--- config.mk ---
export PLATFORM = sky130hd
export DESIGN_NAME = mpf_uart_rx
export DESIGN_NICKNAME = d
export VERILOG_FILES = /design/src/rtl/mpf_rx_pkg.sv /design/src/rtl/mpf_rx_sync.sv /design/src/rtl/mpf_rx_sampler.sv /design/src/rtl/mpf_rx_hold.sv /design/src/rtl/mpf_uart_rx.sv
export SDC_FILE = /design/constraint.sdc
export NUM_CORES = 1
export LEC_CHECK = 0
export ABC_AREA = 1
export BUFFER_PORTS_ARGS = -buffer_cell sky130_fd_sc_hd__buf_4
export CAP_MARGIN = 25
export CORE_ASPECT_RATIO = 1.75
export CORE_UTILIZATION = 50
export CTS_CLUSTER_SIZE = 20
export DETAILED_ROUTE_END_ITERATION = 10
export GPL_TIMING_DRIVEN = 0
export PLACE_DENSITY = 0.69
export SLEW_MARGIN = 20
export SYNTH_ARGS = -nofsm -noshare
export SYNTH_HDL_FRONTEND = slang
export SYNTH_SLANG_ARGS = --single-unit
--- constraint.sdc ---
create_clock -name clk -period 2.25 [get_ports clk]
set_input_delay 0 -clock clk [delete_from_list [all_inputs] [get_ports clk]]
set_output_delay 0 -clock clk [all_outputs]
set_load 0.05 [all_outputs]
--- src/rtl/mpf_rx_pkg.sv ---
package mpf_rx_pkg;

    // Receiver control phases
    typedef enum logic [1:0] {
        PH_IDLE  = 2'd0,
        PH_START = 2'd1,
        PH_DATA  = 2'd2,
        PH_STOP  = 2'd3
    } rx_phase_e;

    // Two-out-of-three majority
    function automatic logic maj3(input logic a, input logic b, input logic c);
        return (a & b) | (a & c) | (b & c);
    endfunction

endpackage

--- src/rtl/mpf_rx_sync.sv ---
// Line synchronizer plus tick-sampled history for falling-edge detection.
module mpf_rx_sync #(
    parameter int SYNC_STAGES = 2
) (
    input  logic clk,
    input  logic rst_n,
    input  logic line_in,
    input  logic tick,
    output logic line_s,
    output logic fall_seen
);
    logic [SYNC_STAGES-1:0] sync_q;
    logic                   prev_q;

    always_ff @(posedge clk or negedge rst_n) begin
        if (!rst_n) begin
            sync_q <= '1;
        end else begin
            sync_q <= {sync_q[SYNC_STAGES-2:0], line_in};
        end
    end

    assign line_s = sync_q[SYNC_STAGES-1];

    // Line level at the previous oversample tick
    always_ff @(posedge clk or negedge rst_n) begin
        if (!rst_n) begin
            prev_q <= 1'b1;
        end else if (tick) begin
            prev_q <= line_s;
        end
    end

    assign fall_seen = prev_q & ~line_s;

endmodule

--- src/rtl/mpf_rx_sampler.sv ---
// Sub-bit counter and three-sample majority voter.
module mpf_rx_sampler #(
    parameter int OS_RATE     = 16,
    parameter int VOTE_CENTER = 8
) (
    input  logic clk,
    input  logic rst_n,
    input  logic tick,
    input  logic restart,
    input  logic run,
    input  logic line_s,
    output logic bit_ready,
    output logic bit_val
);
    import mpf_rx_pkg::*;

    localparam int CW = $clog2(OS_RATE + 1);
    localparam logic [CW-1:0] ST_FIRST = CW'(1);
    localparam logic [CW-1:0] ST_LAST  = CW'(OS_RATE);
    localparam logic [CW-1:0] ST_EARLY = CW'(VOTE_CENTER - 1);
    localparam logic [CW-1:0] ST_MID   = CW'(VOTE_CENTER);
    localparam logic [CW-1:0] ST_LATE  = CW'(VOTE_CENTER + 1);

    logic [CW-1:0] sub_q;
    logic [CW-1:0] sub_nxt;
    logic          smp_early_q;
    logic          smp_mid_q;

    // State the counter enters on this tick
    always_comb begin
        if (sub_q == ST_LAST) begin
            sub_nxt = ST_FIRST;
        end else begin
            sub_nxt = sub_q + ST_FIRST;
        end
    end

    always_ff @(posedge clk or negedge rst_n) begin
        if (!rst_n) begin
            sub_q <= '0;
        end else if (tick) begin
            if (restart) begin
                sub_q <= ST_FIRST;
            end else if (run) begin
                sub_q <= sub_nxt;
            end else begin
                sub_q <= '0;
            end
        end
    end

    always_ff @(posedge clk or negedge rst_n) begin
        if (!rst_n) begin
            smp_early_q <= 1'b1;
            smp_mid_q   <= 1'b1;
        end else if (tick && run) begin
            if (sub_nxt == ST_EARLY) begin
                smp_early_q <= line_s;
            end
            if (sub_nxt == ST_MID) begin
                smp_mid_q <= line_s;
            end
        end
    end

    assign bit_ready = tick && run && !restart && (sub_nxt == ST_LATE);
    assign bit_val   = maj3(smp_early_q, smp_mid_q, line_s);

endmodule

--- src/rtl/mpf_rx_hold.sv ---
// Holding registers, ready flag and the load gate.
module mpf_rx_hold #(
    parameter int DATA_W = 8
) (
    input  logic              clk,
    input  logic              rst_n,
    input  logic              frame_done,
    input  logic              stop_val,
    input  logic [DATA_W-1:0] data_in,
    input  logic              filt_en,
    input  logic              clr,
    output logic [DATA_W-1:0] hold_byte,
    output logic              hold_bit9,
    output logic              flag,
    output logic              accept
);
    logic [DATA_W-1:0] byte_q;
    logic              bit9_q;
    logic              flag_q;

    assign accept = frame_done && !flag_q && (!filt_en || stop_val);

    always_ff @(posedge clk or negedge rst_n) begin
        if (!rst_n) begin
            byte_q <= '0;
            bit9_q <= 1'b0;
        end else if (accept) begin
            byte_q <= data_in;
            bit9_q <= stop_val;
        end
    end

    // A load beats a simultaneous clear
    always_ff @(posedge clk or negedge rst_n) begin
        if (!rst_n) begin
            flag_q <= 1'b0;
        end else if (accept) begin
            flag_q <= 1'b1;
        end else if (clr) begin
            flag_q <= 1'b0;
        end
    end

    assign hold_byte = byte_q;
    assign hold_bit9 = bit9_q;
    assign flag      = flag_q;

endmodule

--- src/rtl/mpf_uart_rx.sv ---
// Oversampling serial receiver with address-frame filter (top).
module mpf_uart_rx #(
    parameter int DATA_W      = 8,
    parameter int OS_RATE     = 16,
    parameter int VOTE_CENTER = 8,
    parameter int SYNC_STAGES = 2
) (
    input  logic              clk,
    input  logic              rst_n,
    input  logic              rx_line,
    input  logic              os_tick,
    input  logic              addr_filt_en,
    input  logic              flag_clr,
    output logic [DATA_W-1:0] rx_byte,
    output logic              rx_bit9,
    output logic              rx_flag
);
    import mpf_rx_pkg::*;

    localparam int BW = $clog2(DATA_W);
    localparam logic [BW-1:0] LAST_BIT = BW'(DATA_W - 1);

    rx_phase_e         state_q;
    rx_phase_e         state_d;
    logic              line_s;
    logic              fall_seen;
    logic              start_go;
    logic              bit_ready;
    logic              bit_val;
    logic              frame_done;
    logic              load_go;
    logic [DATA_W-1:0] shift_q;
    logic [BW-1:0]     bcnt_q;

    mpf_rx_sync #(
        .SYNC_STAGES(SYNC_STAGES)
    ) u_sync (
        .clk      (clk),
        .rst_n    (rst_n),
        .line_in  (rx_line),
        .tick     (os_tick),
        .line_s   (line_s),
        .fall_seen(fall_seen)
    );

    assign start_go = (state_q == PH_IDLE) && os_tick && fall_seen;

    mpf_rx_sampler #(
        .OS_RATE    (OS_RATE),
        .VOTE_CENTER(VOTE_CENTER)
    ) u_smp (
        .clk      (clk),
        .rst_n    (rst_n),
        .tick     (os_tick),
        .restart  (start_go),
        .run      (state_q != PH_IDLE),
        .line_s   (line_s),
        .bit_ready(bit_ready),
        .bit_val  (bit_val)
    );

    // Next-state logic
    always_comb begin
        state_d = state_q;
        unique case (state_q)
            PH_IDLE: begin
                if (start_go) state_d = PH_START;
            end
            PH_START: begin
                if (bit_ready) state_d = bit_val ? PH_IDLE : PH_DATA;
            end
            PH_DATA: begin
                if (bit_ready && (bcnt_q == LAST_BIT)) state_d = PH_STOP;
            end
            PH_STOP: begin
                if (bit_ready) state_d = PH_IDLE;
            end
            default: state_d = PH_IDLE;
        endcase
    end

    // State register
    always_ff @(posedge clk or negedge rst_n) begin
        if (!rst_n) begin
            state_q <= PH_IDLE;
        end else begin
            state_q <= state_d;
        end
    end

    // Datapath outputs of the machine: shift register and bit counter
    always_ff @(posedge clk or negedge rst_n) begin
        if (!rst_n) begin
            shift_q <= '0;
            bcnt_q  <= '0;
        end else if (bit_ready) begin
            unique case (state_q)
                PH_START: bcnt_q <= '0;
                PH_DATA: begin
                    shift_q <= {bit_val, shift_q[DATA_W-1:1]};
                    bcnt_q  <= bcnt_q + BW'(1);
                end
                default: ;
            endcase
        end
    end

    assign frame_done = (state_q == PH_STOP) && bit_ready;

    mpf_rx_hold #(
        .DATA_W(DATA_W)
    ) u_hold (
        .clk       (clk),
        .rst_n     (rst_n),
        .frame_done(frame_done),
        .stop_val  (bit_val),
        .data_in   (shift_q),
        .filt_en   (addr_filt_en),
        .clr       (flag_clr),
        .hold_byte (rx_byte),
        .hold_bit9 (rx_bit9),
        .flag      (rx_flag),
        .accept    (load_go)
    );

endmodule

==> flow_summary.ini <==
[sta]
finalCritPeriodShare_pct = 88.3
tns_ns = 0
worst_slack_ns = 0.264
period_needed_ns = 1.99
fin_skew_ns = 0.00261
slew_headroom_pct = 72.4
max_freq_mhz = 503
slew_violations = 0
rsz0062_at_grt = no
worstMarginPinSlew_ns = 0.415
setup_viol = 0
final-hold-violation-count = 0

[synthesis]
yosysMostFrequentCell = nand2_1
syn_area_per_cell_um2 = 9.23
synthArstFlopShare_pct = 100
netlist_area_um2 = 1630
synth_ff_type = dfrtp_1
synth_edf_count = 0
synth_commonest_cells = 44 x nand2_1, 28 x dfrtp_1, 25 x inv_1
synth-seq-cells = 33
synth_top_area_share_pct = 42.9
synth_nets = 193
synth_cells = 177
yosysSeqAreaShare_pct = 50.9
synth_area_leaders = dfrtp_1 43%, nand2_1 10%, dfstp_2 8.0%
synth_top_area_cell = dfrtp_1
yosys_warnings = 0
synth.distinct_cells = 24

[power_and_ir_drop]
p_seq_share_pct = 46.2
clkPwrFrac_pct = 26.4
p_per_area_nw_per_um2 = 851
p_leak_uw = 0.000965
comb_power_share_pct = 27.5
swShare_pct = 35.9
peakVddDrop_v = 0.000620
p_sw_uw = 589
internal-power_uw = 1050

[placed_design]
gp_congestion = 0.874
dp_cells = 235
post-place-ws_ns = 0.245
place_area_um2 = 1800
hpwl_mm = 2.37
port_buffers = 15

[routing]
drt_first_pass_iters = 5
vias_per_cell = 5.08
num_vias = 1255
routed_wl_mm = 3.23
drc_errors = 0
wl_per_cell_um = 13.1
first_iter_violations = 18
final_antenna_net_count = 0

[global_routing]
grt_max_degree = 34
antenna_found_initial = 0
grt_pass1_wl_mm = 5.52
grt_pass1_vias = 1303
overflow = 0
grt_use_total_pct = 22.0

[cts]
numCtsBuffers = 5
cts.sinks = 33
cts_root_buf = clkbuf_8
htree_levels = 2
cts_buffer_depth = 2
clk_latency_ns = 0.28
cts_tree = done
clk_pin_slew_worst_paths_ns = 0.07

[worst_setup_path]
r2r_slack_ns = 0.26
start_kind = flip-flop
r2r_start = u_smp.sub_q[0]
cp.required_ns = 2.47
end_kind = flip-flop
crit_fanout = 10
worstRegToRegCells = 11
arrival_ns = 2.21
worstSetupStartpoint = u_smp.sub_q[0]
worstSetupEndpoint = bcnt_q[1]
r2r_end = bcnt_q[1]
path_class = flip-flop to flip-flop

[die]
start_util_pct = 52.0
rows = 27
die_y_um = 77.6
dieWidth_um = 45.2
pin_count = 16
dieArea_um2 = 3510
coreArea_um2 = 3140

[run]
cap_violations = 0

[layout]
area_delta_synth_final_pct = 17.9
antenna_cells = 0
n_fill_cell = 297
drive_gt1_share_pct = 23.5
final_nets = 219
stdcell_area_um2 = 1930
layout.cells.non_filler = 247

[worst_hold_path]
hold_path_class = input pin to flip-flop

[outcome]
status = finished, final reports clean
==> logic make-up after synthesis <==
kind of cell | share of synthesized area (%)
and+or+nand+nor | 20.8
DFF | 50.9
AOI/OAI and AO/OA | 12.9
adders and majority gates | 7.66
buffers and inverters | 7.73
==> critical path: stages, from the launching register on <==
cell and delay (ns):
dfrtp_1 0.43, inv_1 0.13, ha_1 0.19, nand2_1 0.09, nor2_1 0.15, nor2_1 0.10, nor2_4 0.13, nand3_4 0.12
nor2_4 0.24, buf_6 0.18, nand3_1 0.08, nand2_1 0.07
==> cell usage in the layout, fill, tap and decap left out <==
| cell type | n |
|---|---|
| nand2_1 | 44 |
| dfrtp_1 | 28 |
| inv_1 | 25 |
| buf_4 | 15 |
| o21ai_0 | 13 |
| nor2_1 | 10 |
| ha_1 | 10 |
| o21ai_2 | 9 |
| nand3_1 | 7 |
| nand4_1 | 5 |
| clkbuf_8 | 5 |
| dfstp_2 | 5 |
| dlygate4sd3_1 | 4 |
| a21oi_1 | 3 |
| nor2_4 | 2 |
| nand3_4 | 2 |
| buf_6 | 2 |
| o22ai_1 | 2 |
| o21ai_1 | 2 |
| clkinv_2 | 2 |
| inv_2 | 1 |
| nand2_2 | 1 |
| inv_4 | 1 |
| o21a_1 | 1 |
| or2_2 | 1 |
| a21oi_2 | 1 |
| a31oi_1 | 1 |
| o211ai_1 | 1 |
| clkinvlp_4 | 1 |
==> through the flow <==
| stage | total power [uW] | hold slack (ns) | utilization (%) |
|---|---|---|---|
| 2_1_floorplan | 1090 | -0.296 | - |
| 3_3_place_gp | 1190 | -0.0377 | 57.3 |
| 3_5_place_dp | 1210 | -0.0351 | 57.3 |
| 4_1_cts | 1660 | 0.180 | 61.3 |
| 5_1_grt | 1760 | 0.210 | 61.3 |
| 6_report | 1640 | 0.184 | 61.3 |
==> timing repair <==
action	4_1_cts	5_1_grt
buffers inserted	0	0
resized for setup	0	0
hold endpoints to repair	40	0
hold buffers	4	0
==> cell type report <==
cell class,count,area (um^2),area share (%)
inverters,27,104,5.39
clock buffers,5,68.8,3.57
multi-input cells,115,676,35.1
plain buffers,2,22.5,1.17
flip-flops and latches,33,832,43.2
clock inverters,3,17.5,0.909
repair buffers,19,153,7.92
well taps,43,53.8,2.79
==> state kept, by name (all words and copies together), names as in the netlist, named ones only <==
name               count
u_smp.sub_q            5
u_sync.prev_q          1
shift_q                8
u_hold.hold_byte       8
bcnt_q                 3
u_sync.sync_q          2
u_hold.flag            1
u_smp.smp_mid_q        1
u_hold.hold_bit9       1
state_q                1
u_smp.smp_early_q      1
==> worst min path at each step <==
stage,cells after the start,endpoint,slack [ns],start
CTS,5,u_hold.hold_byte[2],0.18,addr_filt_en
detailed placement,1,u_smp.sub_q[0],-0.04,rst_n
global placement,1,u_smp.sub_q[0],-0.04,rst_n
floorplan,0,async pin,-0.30,rst_n
global route,5,u_hold.hold_byte[2],0.21,addr_filt_en
finish,5,u_hold.hold_byte[3],0.18,addr_filt_en
==> metal layers <==
layer  vias to the layer above  track usage (%)  share of wire (%)
li1                        617                -                  -
met4                         0             11.8                2.7
met1                       610             23.0                 38
met2                        20             38.4                 57
met3                         8             4.88                2.5
met5                         -                0                  0
==> power groups by stage <==
stage / Clock (uW) / Combinational, uW / Sequential, uW
3_3_place_gp: 0 / 424 / 761
6_report: 433 / 450 / 757
3_5_place_dp: 0 / 442 / 769
4_1_cts: 449 / 451 / 758
2_1_floorplan: 0 / 321 / 766
5_1_grt: 478 / 512 / 771
Power figures use the tool's default switching activity.
